## src/rtl/esc_pkg.sv

```systemverilog
package esc_pkg;

    localparam int ESC_MAXW = 5;
    localparam int ESC_CW   = $clog2(ESC_MAXW + 1);
    localparam logic [4:0] ESC_TAG = 5'b11011;
    localparam logic [1:0] MODE_REG = 2'b11;

    typedef enum logic [1:0] {
        ST_IDLE,
        ST_BYTE2,
        ST_HOST,
        ST_BUS
    } esc_st_e;

    // operand length in words chosen by opcode bits 5..4
    function automatic logic [ESC_CW-1:0] esc_len(input logic [1:0] sel);
        case (sel)
            2'b00:   return ESC_CW'(1);
            2'b01:   return ESC_CW'(2);
            2'b10:   return ESC_CW'(4);
            default: return ESC_CW'(5);
        endcase
    endfunction

endpackage

```

## src/rtl/esc_decode.sv

```systemverilog
module esc_decode
    import esc_pkg::*;
#(
    parameter int CW = ESC_CW
) (
    input  logic [2:0]    lead_low,
    input  logic [7:0]    modrm,
    output logic [5:0]    dec_op,
    output logic [1:0]    dec_mode,
    output logic [2:0]    dec_rm,
    output logic          dec_mem,
    output logic          dec_wr,
    output logic [CW-1:0] dec_words
);
    always_comb begin
        dec_op    = {lead_low, modrm[5:3]};
        dec_mode  = modrm[7:6];
        dec_rm    = modrm[2:0];
        dec_mem   = (modrm[7:6] != MODE_REG);
        dec_wr    = dec_op[3];
        dec_words = CW'(esc_len(dec_op[5:4]));
    end
endmodule

```

## src/rtl/esc_opbuf.sv

```systemverilog
module esc_opbuf #(
    parameter int DW   = 16,
    parameter int MAXW = 5,
    localparam int CW  = $clog2(MAXW + 1)
) (
    input  logic               clk,
    input  logic               rst_n,
    input  logic               clr,
    input  logic               we,
    input  logic [CW-1:0]      idx,
    input  logic [DW-1:0]      wdata,
    output logic [MAXW*DW-1:0] words
);
    logic [DW-1:0] word_d [MAXW];
    logic [DW-1:0] word_q [MAXW];

    for (genvar g = 0; g < MAXW; g++) begin : g_word
        always_comb begin
            word_d[g] = word_q[g];
            if (clr) begin
                word_d[g] = '0;
            end else if (we && (idx == CW'(g))) begin
                word_d[g] = wdata;
            end
        end

        always_ff @(posedge clk) begin
            if (!rst_n) begin
                word_q[g] <= '0;
            end else begin
                word_q[g] <= word_d[g];
            end
        end

        assign words[g*DW +: DW] = word_q[g];
    end
endmodule

```

## src/rtl/esc_seq.sv

```systemverilog
module esc_seq
    import esc_pkg::*;
#(
    parameter int AW   = 20,
    parameter int DW   = 16,
    parameter int MAXW = ESC_MAXW,
    localparam int CW  = $clog2(MAXW + 1)
) (
    input  logic          clk,
    input  logic          rst_n,
    input  logic          ib_valid,
    input  logic [7:0]    ib_byte,
    input  logic          hb_cycle,
    input  logic [AW-1:0] hb_addr,
    input  logic [DW-1:0] hb_data,
    input  logic          bus_grant,
    input  logic [DW-1:0] lb_rdata,
    input  logic          ex_unsup,
    input  logic [DW-1:0] ex_wdata,
    // decoder
    output logic [2:0]    lead_low,
    input  logic [5:0]    dec_op,
    input  logic [1:0]    dec_mode,
    input  logic [2:0]    dec_rm,
    input  logic          dec_mem,
    input  logic          dec_wr,
    input  logic [CW-1:0] dec_words,
    // operand buffer
    output logic          buf_clr,
    output logic          buf_we,
    output logic [CW-1:0] buf_idx,
    output logic [DW-1:0] buf_wdata,
    // bus side
    output logic          bus_req,
    output logic          lb_drive,
    output logic          lb_wr,
    output logic [AW-1:0] lb_addr,
    output logic [DW-1:0] lb_wdata,
    output logic [CW-1:0] ex_word_idx,
    // results
    output logic          op_valid,
    output logic [5:0]    op_code,
    output logic [1:0]    op_mode,
    output logic [2:0]    op_rm,
    output logic          op_mem,
    output logic [CW-1:0] op_words,
    output logic [AW-1:0] op_addr,
    output logic          err_flag
);
    typedef struct packed {
        esc_st_e       st;
        logic [2:0]    lead;
        logic [5:0]    op;
        logic [1:0]    mode;
        logic [2:0]    rm;
        logic          wr;
        logic [CW-1:0] words;
        logic [CW-1:0] cnt;
        logic [AW-1:0] base;
        logic          done;
        logic          err;
    } seq_s;

    seq_s s_d, s_q;
    logic          last_word;
    logic [AW-1:0] cur_addr;

    assign last_word = (s_q.cnt == (s_q.words - CW'(1)));
    assign cur_addr  = s_q.base + AW'({s_q.cnt, 1'b0});

    always_comb begin
        s_d       = s_q;
        s_d.done  = 1'b0;
        buf_clr   = 1'b0;
        buf_we    = 1'b0;
        buf_idx   = s_q.cnt;
        buf_wdata = lb_rdata;
        bus_req   = 1'b0;
        lb_drive  = 1'b0;
        lb_wr     = 1'b0;
        lb_wdata  = '0;

        case (s_q.st)
            ST_IDLE: begin
                if (ib_valid && (ib_byte[7:3] == ESC_TAG)) begin
                    s_d.lead = ib_byte[2:0];
                    s_d.st   = ST_BYTE2;
                end
            end
            ST_BYTE2: begin
                if (ib_valid) begin
                    s_d.op    = dec_op;
                    s_d.mode  = dec_mode;
                    s_d.rm    = dec_rm;
                    s_d.wr    = dec_wr;
                    s_d.words = dec_words;
                    s_d.cnt   = '0;
                    buf_clr   = 1'b1;
                    if (ex_unsup) begin
                        s_d.err = 1'b1;
                        s_d.st  = ST_IDLE;
                    end else if (!dec_mem) begin
                        s_d.done = 1'b1;
                        s_d.st   = ST_IDLE;
                    end else begin
                        s_d.st = ST_HOST;
                    end
                end
            end
            ST_HOST: begin
                if (hb_cycle) begin
                    s_d.base = hb_addr;
                    if (s_q.wr) begin
                        s_d.cnt = '0;
                        s_d.st  = ST_BUS;
                    end else begin
                        buf_we    = 1'b1;
                        buf_idx   = '0;
                        buf_wdata = hb_data;
                        s_d.cnt   = CW'(1);
                        if (s_q.words == CW'(1)) begin
                            s_d.done = 1'b1;
                            s_d.st   = ST_IDLE;
                        end else begin
                            s_d.st = ST_BUS;
                        end
                    end
                end
            end
            ST_BUS: begin
                bus_req = 1'b1;
                if (bus_grant) begin
                    lb_drive = 1'b1;
                    lb_wr    = s_q.wr;
                    if (s_q.wr) begin
                        lb_wdata = ex_wdata;
                    end else begin
                        buf_we = 1'b1;
                    end
                    s_d.cnt = s_q.cnt + CW'(1);
                    if (last_word) begin
                        s_d.done = 1'b1;
                        s_d.st   = ST_IDLE;
                    end
                end
            end
            default: s_d.st = ST_IDLE;
        endcase
    end

    always_ff @(posedge clk) begin
        if (!rst_n) begin
            s_q <= '{st: ST_IDLE, default: '0};
        end else begin
            s_q <= s_d;
        end
    end

    assign lead_low    = s_q.lead;
    assign lb_addr     = cur_addr;
    assign ex_word_idx = s_q.cnt;
    assign op_valid    = s_q.done;
    assign op_code     = s_q.op;
    assign op_mode     = s_q.mode;
    assign op_rm       = s_q.rm;
    assign op_mem      = (s_q.mode != MODE_REG);
    assign op_words    = s_q.words;
    assign op_addr     = s_q.base;
    assign err_flag    = s_q.err;
endmodule

```

## src/rtl/esc_snooper.sv

```systemverilog
module esc_snooper
    import esc_pkg::*;
#(
    parameter int AW   = 20,
    parameter int DW   = 16,
    parameter int MAXW = ESC_MAXW,
    localparam int CW  = $clog2(MAXW + 1)
) (
    input  logic               clk,
    input  logic               rst_n,
    input  logic               ib_valid,
    input  logic [7:0]         ib_byte,
    input  logic               hb_cycle,
    input  logic [AW-1:0]      hb_addr,
    input  logic [DW-1:0]      hb_data,
    input  logic               bus_grant,
    output logic               bus_req,
    output logic               lb_drive,
    output logic               lb_wr,
    output logic [AW-1:0]      lb_addr,
    output logic [DW-1:0]      lb_wdata,
    input  logic [DW-1:0]      lb_rdata,
    input  logic               ex_unsup,
    output logic [CW-1:0]      ex_word_idx,
    input  logic [DW-1:0]      ex_wdata,
    output logic [5:0]         op_probe,
    output logic               op_valid,
    output logic [5:0]         op_code,
    output logic [1:0]         op_mode,
    output logic [2:0]         op_rm,
    output logic               op_mem,
    output logic [CW-1:0]      op_words,
    output logic [AW-1:0]      op_addr,
    output logic [MAXW*DW-1:0] op_operand,
    output logic               err_flag
);
    logic [2:0]    lead_low;
    logic [5:0]    dec_op;
    logic [1:0]    dec_mode;
    logic [2:0]    dec_rm;
    logic          dec_mem;
    logic          dec_wr;
    logic [CW-1:0] dec_words;
    logic          buf_clr;
    logic          buf_we;
    logic [CW-1:0] buf_idx;
    logic [DW-1:0] buf_wdata;

    esc_decode #(.CW(CW)) u_dec (
        .lead_low  (lead_low),
        .modrm     (ib_byte),
        .dec_op    (dec_op),
        .dec_mode  (dec_mode),
        .dec_rm    (dec_rm),
        .dec_mem   (dec_mem),
        .dec_wr    (dec_wr),
        .dec_words (dec_words)
    );

    esc_seq #(.AW(AW), .DW(DW), .MAXW(MAXW)) u_seq (
        .clk         (clk),
        .rst_n       (rst_n),
        .ib_valid    (ib_valid),
        .ib_byte     (ib_byte),
        .hb_cycle    (hb_cycle),
        .hb_addr     (hb_addr),
        .hb_data     (hb_data),
        .bus_grant   (bus_grant),
        .lb_rdata    (lb_rdata),
        .ex_unsup    (ex_unsup),
        .ex_wdata    (ex_wdata),
        .lead_low    (lead_low),
        .dec_op      (dec_op),
        .dec_mode    (dec_mode),
        .dec_rm      (dec_rm),
        .dec_mem     (dec_mem),
        .dec_wr      (dec_wr),
        .dec_words   (dec_words),
        .buf_clr     (buf_clr),
        .buf_we      (buf_we),
        .buf_idx     (buf_idx),
        .buf_wdata   (buf_wdata),
        .bus_req     (bus_req),
        .lb_drive    (lb_drive),
        .lb_wr       (lb_wr),
        .lb_addr     (lb_addr),
        .lb_wdata    (lb_wdata),
        .ex_word_idx (ex_word_idx),
        .op_valid    (op_valid),
        .op_code     (op_code),
        .op_mode     (op_mode),
        .op_rm       (op_rm),
        .op_mem      (op_mem),
        .op_words    (op_words),
        .op_addr     (op_addr),
        .err_flag    (err_flag)
    );

    esc_opbuf #(.DW(DW), .MAXW(MAXW)) u_buf (
        .clk   (clk),
        .rst_n (rst_n),
        .clr   (buf_clr),
        .we    (buf_we),
        .idx   (buf_idx),
        .wdata (buf_wdata),
        .words (op_operand)
    );

    assign op_probe = dec_op;
endmodule

```

## config.mk

```make
export PLATFORM = sky130hd
export DESIGN_NAME = esc_snooper
export DESIGN_NICKNAME = d
export VERILOG_FILES = /design/src/rtl/esc_pkg.sv /design/src/rtl/esc_decode.sv /design/src/rtl/esc_opbuf.sv /design/src/rtl/esc_seq.sv /design/src/rtl/esc_snooper.sv
export SDC_FILE = /design/constraint.sdc
export NUM_CORES = 1
export LEC_CHECK = 0
export ABC_AREA = 1
export BUFFER_PORTS_ARGS = -buffer_cell sky130_fd_sc_hd__buf_2
export CORE_MARGIN = 10
export CORE_UTILIZATION = 35
export DETAILED_ROUTE_END_ITERATION = 7
export HOLD_SLACK_MARGIN = 0.06
export PLACE_DENSITY = 0.64
export SLEW_MARGIN = 20
export SYNTH_ARGS = -nofsm -noshare
export SYNTH_HDL_FRONTEND = slang
export SYNTH_HIERARCHICAL = 1
export SYNTH_SLANG_ARGS = --single-unit
```

## constraint.sdc

```tcl
create_clock -name clk -period 5.05 [get_ports clk]
set_input_delay 1.515 -clock clk [delete_from_list [all_inputs] [get_ports clk]]
set_output_delay 1.515 -clock clk [all_outputs]
set_load 0.01 [all_outputs]
```

==> metrics.txt, run 1 <==
Switching Fraction=0.3433; Setup WS post-layout=1165 ps; # IOs=247; DIE HEIGHT=156.2 um; TritonCTS Buffers=17; relative slew slack=0.4229; synth unique cells=25; CTS Sinks=125; max frequency=257.4 MHz; Worst-Skew Late Latency=420 ps; setup violators final=0; Final period util=0.7692; Int Pwr=2.045 mW; Syn Nets=1057; HP Class=flip-flop to flip-flop; Layout Nets=1235; sw power=1.069 mW; Core Area=0.01809 mm^2; # rows=49; Overflow after GRT=0; Worst Path Buf+Inv=1; Crit. End Element=output pin; top cells by area, synth=dfxtp_1 (39%), nor2_1 (13%), nand2_1 (12%), nand3_1 (8.8%), buf_4 (6.6%); RSZ-0062 raised after global routing=no; synthesized area per cell=6.725 um^2; critical path, cell by cell=ha_1 -> fa_1 -> nand2_1 -> nand2_1 -> nand2_2 -> nor3_4 -> nand3_1 -> nand2_1 -> nand2_1 -> buf_2; layout cells sized above 1=0.2708; total die area=0.02439 mm^2; initial antenna violation count=0; Final Max Slew Viols=0; PostCTS Resize Cnt=0; area delta synth->final=23.04%; CTS Root Cell=clkbuf_16; antenna-violating nets left=0; PwrDens=390.0 mW/mm^2; GRT Util Overall=0.1656; largest net degree at the start of global routing=44; vias in the first global route=5898; Lkg Pwr=4.153 nW; Final Critical Period=3885 ps; crit-path max FO=7; global-route wire length before repair=32.17 mm; Placement Setup Slack=1159 ps; max-cap violations=0; 1st-iter DRT viols=464; status=finished clean; die width=156.2 um; Worst Path Required=3540 ps; area leader, netlist=dfxtp_1; via count=6405; final hold viol count=0; ys async rst share=0; Main synth FF type=dfxtp_1; most frequent CP cell=nand2_1; Post-synth EDFFs=0; sequential share of power=0.361; Gate power share=0.248; HPWL after DPL=15.86 mm; clock skew=13.82 ps; placer's final routability congestion estimate=0.8284; Clock Path Buffers=2; top-count cell post-synth=nor2_1; final instance count without filler cells=1385; critical path's top delay family=simple AND/OR/NAND/NOR gates; Critical Path Max Stage Delay=510 ps; post-DR wirelength/cell=15.05 um; CP startpoint kind=flip-flop; setup TNS=0 ps; final core utilization=0.4415; initial core utilization=0.3588; sequential area share after synthesis=0.3856; DRC=0; drt pass-1 iters=5; clock share of power=0.392; Post-CTS Setup Repair Bufs=0; antenna cells=0; Inst Count DP=1353; hold_buf cts=0; IO Port Bufs=246; CP max stage cell=dfxtp_1; kind of critical path=flip-flop to output pin; via/cell ratio=4.625; Arr. time, crit path=2370 ps; TritonCTS clock tree=yes; CTS clk-pin slew, worst paths=60 ps; # H-tree levels=4; Yosys reg bits=125; Worst-Margin Slew=863.5 ps; Reg2Reg Setup Slack=2200 ps; Ys Warns=6; DRT Wirelength=20.84 mm; Peak VDD IR=245.1 uV; Synth top area share=0.3856; Fillers=1936; Cells after Synth=965; Pwr Total=3.114 mW; Cell Area, Synth=0.006490 mm^2; Synth top cells by count=nor2_1 (224), nand2_1 (209), dfxtp_1 (125)
-- per-stage QoR --
step / hold WS [ps] / area, um^2
final: 471.0 / 7985
after global routing: 488.8 / 7985
after CTS: 471.0 / 7985
after detailed placement: 455.9 / 7395
after global placement: 447.1 / 7395
after floorplan: 441.2 / 6490
-- sequential cells by signal, summed over array words and instances, names as in the netlist --
register	cells
u_buf/word_q	80
u_seq/err_flag	1
u_seq/ex_word_idx	3
u_seq/lead_low	3
u_seq/op_addr	20
u_seq/op_code	6
u_seq/op_mode	2
u_seq/op_rm	3
u_seq/op_valid	1
u_seq/op_words	3
u_seq/s_q	3
-- cell families after synthesis --
family	after synthesis	synth area share
AND/OR/NAND/NOR	571	0.3705
buffers and inverters	182	0.1565
flip-flops	125	0.3856
AO/OA/AOI/OAI	64	0.04935
XOR/XNOR	13	0.01754
adder cells (fa/ha/maj)	10	0.02044
-- layout make-up --
cell class              instances  area [um^2]  share of cell area
well taps                     229        286.5             0.03588
clock buffers                  19        432.9             0.05421
flip-flops and latches        125         2502              0.3134
clock inverters                13        157.7             0.01974
inverters                      88        330.3             0.04137
repair buffers                253         1296              0.1623
multi-input cells             658         2979              0.3731
-- final timing paths --
kind                                                         from                               to  depth (start not counted)
worst min-delay path                  u_seq/err_flag$_SDFFE_PN0P_      u_seq/err_flag$_SDFFE_PN0P_                          2
worst max-delay path            u_seq/ex_word_idx[0]$_SDFFE_PN0P_                      lb_addr[19]                         10
worst min register to register        u_seq/err_flag$_SDFFE_PN0P_      u_seq/err_flag$_SDFFE_PN0P_                          2
worst max register to register         u_seq/s_q[44]$_SDFFE_PN0P_  u_buf/word_q[3][7]$_SDFFE_PP0P_                         11
-- cell usage in the layout, fill, tap and decap left out --
master      synthesis  layout
nor2_2              5       5
clkinv_4            0       3
buf_4              57       6
nand3_1           114     114
fa_1                1       1
ha_1                9       9
a21oi_1            36      36
nor3_1              1       1
nor2_1            224     223
inv_6               0       3
nand2_1           209     209
o21ai_1             1       1
buf_12              0       1
inv_2              10      10
bufinv_16           0       2
inv_1              77      77
xor2_1             13      13
nand2_2             3       3
clkinv_1            1       1
nand2_4             1       1
clkbuf_1            5       2
clkinvlp_4          0       3
dfxtp_1           125     125
inv_8               0       2
nor3_4              1       1
buf_2              17     246
nor2_4              9      10
o21ai_0            27      27
clkbuf_16           0      17
nand4_1             4       4
-- power groups by stage --
stage | sequential [mW] | combinational [mW] | clock [mW]
floorplan | 1.14 | 0.573 | 0
global placement | 1.14 | 0.768 | 0
detailed placement | 1.14 | 0.773 | 0
CTS | 1.12 | 0.775 | 1.24
global route | 1.13 | 0.864 | 1.29
finish | 1.12 | 0.771 | 1.22
-- routing by layer --
metal  global-route usage  routed length [um]
met2               0.2641                9643
met1               0.2024                9074
met4              0.05079                 263
met5                    0                   0
met3              0.06286                1859
-- worst reg2reg max path: cells and delay by family (launching register included) --
kind | cells | cell delay, ps
AND/OR/NAND/NOR | 8 | 1720
buffers and inverters | 3 | 620
flip-flops | 1 | 400
Power figures use the tool's default switching activity.
==> inputs of run 2 (changes only) <==
==> constraint.sdc (replaced) <==
create_clock -name clk -period 3.9 [get_ports clk]
set_input_delay 1.17 -clock clk [delete_from_list [all_inputs] [get_ports clk]]
set_output_delay 1.17 -clock clk [all_outputs]
set_load 0.01 [all_outputs]
==> metrics.txt, run 2 (synthesis results as in run 1) <==
Int Pwr=2.574 mW; HP Class=flip-flop to flip-flop; Placement Setup Slack=702.3 ps; CTS Sinks=125; antenna cells=0; number of flip-flops in the largest register=80; global-route wire length before repair=31.96 mm; relative slew slack=0.5200; GRT Util Overall=0.1649; die width=156.2 um; # IOs=247; commonest cells after routing, fill and taps aside=buf_2 (246), nor2_1 (223), nand2_1 (209); via count=6441; Worst Path Buf+Inv=1; Arr. time, crit path=2320 ps; Worst-Margin Slew=719.2 ps; TritonCTS Buffers=17; most frequent CP cell=nand2_1; Final period util=0.8942; # H-tree levels=4; DRC=0; area delta synth->final=22.38%; critical path's top delay family=simple AND/OR/NAND/NOR gates; CP startpoint kind=flip-flop; clock skew=6.481 ps; Overflow after GRT=0; most common cell after layout, fill and taps aside=buf_2; status=finished clean; DRT Wirelength=20.95 mm; Gate power share=0.250; vias in the first global route=5928; CP max stage cell=dfxtp_1; critical path, cell by cell=ha_1 -> fa_1 -> nand2_1 -> nand2_1 -> nand2_2 -> nor3_4 -> nand3_1 -> nand2_1 -> nand2_1 -> buf_2; layout cells sized above 1=0.2704; final core utilization=0.4392; Final Max Slew Viols=0; final hold viol count=0; RSZ-0062 raised after global routing=no; sw power=1.386 mW; Post-CTS Setup Repair Bufs=0; # rows=49; setup TNS=0 ps; Worst Path Required=2730 ps; Final Critical Period=3487 ps; Layout Nets=1233; 1st-iter DRT viols=447; TritonCTS clock tree=yes; PwrDens=498.5 mW/mm^2; hold_buf cts=0; placer's final routability congestion estimate=0.8295; setup violators final=0; max-cap violations=0; total die area=0.02439 mm^2; crit-path max FO=7; Worst-Skew Late Latency=420 ps; Pwr Total=3.959 mW; post-DR wirelength/cell=15.15 um; Core Area=0.01809 mm^2; DIE HEIGHT=156.2 um; Lkg Pwr=4.144 nW; IO Port Bufs=246; Setup WS post-layout=412.6 ps; largest net degree at the start of global routing=81; PostCTS Resize Cnt=0; initial core utilization=0.3588; kind of critical path=flip-flop to output pin; Clock Path Buffers=2; HPWL after DPL=15.65 mm; drt pass-1 iters=5; Switching Fraction=0.3500; initial antenna violation count=0; largest register by flop count=u_buf/word_q; clock share of power=0.383; antenna-violating nets left=0; via/cell ratio=4.657; sequential share of power=0.367; Crit. End Element=output pin; Critical Path Max Stage Delay=470 ps; CTS Root Cell=clkbuf_16; max frequency=286.7 MHz; CTS clk-pin slew, worst paths=60 ps; Peak VDD IR=301.7 uV
[run 2: changes by cell type in the layout (fill, tap and decap cells not counted), sizes merged]
| cell | change |
|---|---|
| clkinv | +3 |
| buf | -2 |
| clkinvlp | -2 |
| bufinv | -1 |
| clkbuf | -1 |
| inv | +1 |
[run 2: area by class of cell]
class                   instances  area [um^2]
fillers                      1908        10140
multi-input cells             658         2979
flip-flops and latches        125         2502
repair buffers                251         1281
clock buffers                  18        429.2
inverters                      88        330.3
well taps                     229        286.5
clock inverters                14        133.9
[run 2: final timing paths]
kind                                          start                               end  slack (ps)  depth (start not counted)
setup reg to reg         u_seq/s_q[44]$_SDFFE_PN0P_  u_buf/word_q[3][15]$_SDFFE_PP0P_        1330                         10
hold reg to reg    u_buf/word_q[1][10]$_SDFFE_PP0P_  u_buf/word_q[1][10]$_SDFFE_PP0P_         470                          2
hold / removal     u_buf/word_q[1][10]$_SDFFE_PP0P_  u_buf/word_q[1][10]$_SDFFE_PP0P_         470                          2
setup / recovery  u_seq/ex_word_idx[0]$_SDFFE_PN0P_                       lb_addr[19]         410                         10
[run 2: power by group through the flow]
stage	clock, mW	combinational (mW)	sequential (mW)
floorplan	0	0.742	1.48
global placement	0	0.988	1.48
detailed placement	0	0.994	1.48
CTS	1.54	0.996	1.45
global route	1.61	1.11	1.47
finish	1.51	0.991	1.45
[run 2: metrics by stage]
| step | cell area (um^2) | std cells | hold WS, ps |
|---|---|---|---|
| 3_3_place_gp | 7380 | 1351 | 450.2 |
| 3_5_place_dp | 7380 | 1351 | 465.5 |
| 2_1_floorplan | 6490 | 965 | 441.2 |
| 5_1_grt | 7943 | 1383 | 491.1 |
| 4_1_cts | 7943 | 1383 | 479.5 |
| 6_report | 7943 | 1383 | 474.2 |
[run 2: routing by layer]
metal / up-vias / wire [um] / track usage
met5: - / 0 / 0
met3: 25 / 1767 / 0.05569
li1: 3301 / - / -
met2: 217 / 9663 / 0.2651
met1: 2898 / 9174 / 0.2010
met4: 0 / 343 / 0.05888
[run 2: worst reg2reg max path, delay by kind of cell, from the launching register on]
| family | cells | cell delay, ps |
|---|---|---|
| AND/OR/NAND/NOR | 6 | 970 |
| buffers and inverters | 3 | 690 |
| flip-flops | 1 | 400 |
| AO/OA/AOI/OAI | 1 | 400 |
==> inputs of run 3 (changes only) <==
--- a/config.mk
+++ b/config.mk
@@ -6,12 +6,12 @@
 export NUM_CORES = 1
 export LEC_CHECK = 0
 export ABC_AREA = 1
-export BUFFER_PORTS_ARGS = -buffer_cell sky130_fd_sc_hd__buf_2
 export CORE_MARGIN = 10
 export CORE_UTILIZATION = 35
 export DETAILED_ROUTE_END_ITERATION = 7
+export DONT_BUFFER_PORTS = 1
 export HOLD_SLACK_MARGIN = 0.06
-export PLACE_DENSITY = 0.64
+export PLACE_DENSITY = 0.53
 export SLEW_MARGIN = 20
 export SYNTH_ARGS = -nofsm -noshare
 export SYNTH_HDL_FRONTEND = slang
==> constraint.sdc (replaced) <==
create_clock -name clk -period 4.1 [get_ports clk]
set_input_delay 1.23 -clock clk [delete_from_list [all_inputs] [get_ports clk]]
set_output_delay 1.23 -clock clk [all_outputs]
set_load 0.01 [all_outputs]
==> metrics.txt, run 3 (synthesis results as in run 1) <==
Worst-Margin Slew=831.5 ps; CTS Root Cell=clkbuf_16; Lkg Pwr=2.927 nW; PwrDens=556.2 mW/mm^2; final hold viol count=0; hold endpoint=u_buf/word_q[0][9]$_SDFFE_PP0P_; Overflow after GRT=0; initial core utilization=0.3588; # H-tree levels=4; antenna-violating nets left=0; IO Port Bufs=0; Clock Path Buffers=2; placer's final routability congestion estimate=0.7765; Final period util=0.8922; CP startpoint kind=flip-flop; status=finished clean; placed inst area=0.006148 mm^2; HP Class=flip-flop to flip-flop; multi-input logic area=0.002979 mm^2; register area=0.002502 mm^2; hold_buf cts=0; max frequency=273.4 MHz; area delta synth->final=3.952%; largest net degree at the start of global routing=81; largest register by flop count=u_buf/word_q; 1st-iter DRT viols=300; DIE HEIGHT=156.2 um; Core Area=0.01809 mm^2; # rows=49; kind of critical path=flip-flop to output pin; setup TNS=0 ps; PostCTS Resize Cnt=0; clock skew=10.31 ps; max-cap violations=0; Crit. End Element=output pin; die width=156.2 um; DRT Wirelength=20.89 mm; Worst Path Required=2870 ps; Layout Nets=987; post-route cell area=0.006746 mm^2; # IOs=247; number of flip-flops in the largest register=80; via/cell ratio=4.871; Reg2Reg Depth=11; CTS Sinks=125; TritonCTS Buffers=17; RSZ-0062 raised after global routing=no; GRT Util Overall=0.1659; post-DR wirelength/cell=18.38 um; global-route wire length before repair=31.21 mm; FF-to-FF Start=u_seq/s_q[44]$_SDFFE_PN0P_; total die area=0.02439 mm^2; drt pass-1 iters=5; beginning of the worst hold path=u_buf/word_q[0][9]$_SDFFE_PP0P_; vias in the first global route=5276; DRC=0; RR Endpoint=u_buf/word_q[2][5]$_SDFFE_PP0P_; layout cells sized above 1=0.07277; crit-path max FO=7; Fillers=1995; commonest cells after routing, fill and taps aside=nor2_1 (223), nand2_1 (209), dfxtp_1 (125); Final Max Slew Viols=0; TritonCTS clock tree=yes; Critical Path Max Stage Delay=530 ps; worst hold stages=2; Arr. time, crit path=2430 ps; Final Critical Period=3658 ps; relative slew slack=0.4456; CP max stage cell=dfxtp_1; HPWL after DPL=15.21 mm; initial antenna violation count=0; CTS clk-pin slew, worst paths=60 ps; via count=5534; most common cell after layout, fill and taps aside=nor2_1; critical path, cell by cell=ha_1 -> fa_1 -> nand2_1 -> nand2_1 -> nand2_2 -> nor3_4 -> xor2_1; antenna cells=0; Worst-Skew Late Latency=420 ps; Reg2Reg Setup Slack=1390 ps; most frequent CP cell=nand2_1; setup violators final=0; Peak VDD IR=268.7 uV; Post-CTS Setup Repair Bufs=0
run 3: changes by cell type in the layout (fill, tap and decap cells not counted):
cell | before | now
inv_8 | 1 | 0
clkinvlp_4 | 1 | 3
clkinv_2 | 3 | 1
inv_6 | 5 | 4
clkinv_4 | 3 | 1
buf_2 | 246 | 0
clkbuf_8 | 0 | 3
bufinv_16 | 1 | 2
clkbuf_1 | 1 | 0
run 3: worst max-delay path by stage:
stage,startpoint,endpoint,cells after the start
after global placement,bus_grant,lb_wdata[14],6
after floorplan,bus_grant,lb_wdata[10],7
after CTS,u_seq/ex_word_idx[0]$_SDFFE_PN0P_,lb_addr[15],7
after detailed placement,bus_grant,lb_wdata[14],6
after global routing,u_seq/ex_word_idx[0]$_SDFFE_PN0P_,lb_addr[13],8
final,u_seq/ex_word_idx[0]$_SDFFE_PN0P_,lb_addr[15],7
run 3: report_power, final:
part | leakage [nW] | internal [mW] | total, mW | switching [mW]
Clock | 0.286 | 0.947 | 1.55 | 0.601
Combinational | 1.63 | 0.203 | 0.761 | 0.558
Sequential | 1.01 | 1.31 | 1.44 | 0.134
Total | 2.93 | 2.46 | 3.75 | 1.29
run 3: final cells by class:
cell class                 count  share of cell area
clock buffer                  20             0.06918
clock inverter                11             0.01947
inverter                      88             0.04896
multi-input combinational    658              0.4416
sequential                   125              0.3709
tap                          229             0.04247
timing repair buffer           5            0.007418
run 3: per-layer routing:
metal  vias up  share of wire  GRT usage
met2       213           0.44     0.2586
li1       2809              -          -
met1      2501           0.45     0.2068
met5         -              0          0
met3        11           0.10    0.07141
met4         0         0.0079    0.04000
run 3: per-stage QoR:
step                      utilization  cells  setup slack, ps  total power, mW  hold WS (ps)
after floorplan                     -    965            874.2            2.115         441.2
after global placement         0.3400   1105            702.2            2.244         524.7
after detailed placement       0.3400   1105            686.0            2.244         529.6
after CTS                      0.3730   1136            409.6            3.806         538.0
after global routing           0.3730   1136            237.1            3.962         551.1
final                          0.3730   1136            441.8            3.752         530.6
run 3: worst max-delay path, delay by kind of cell (launching register included):
| family | cells | cell delay (ps) |
|---|---|---|
| flops | 1 | 530 |
| simple gates | 4 | 650 |
| fa+ha+maj | 2 | 520 |
| xor+xnor | 1 | 300 |
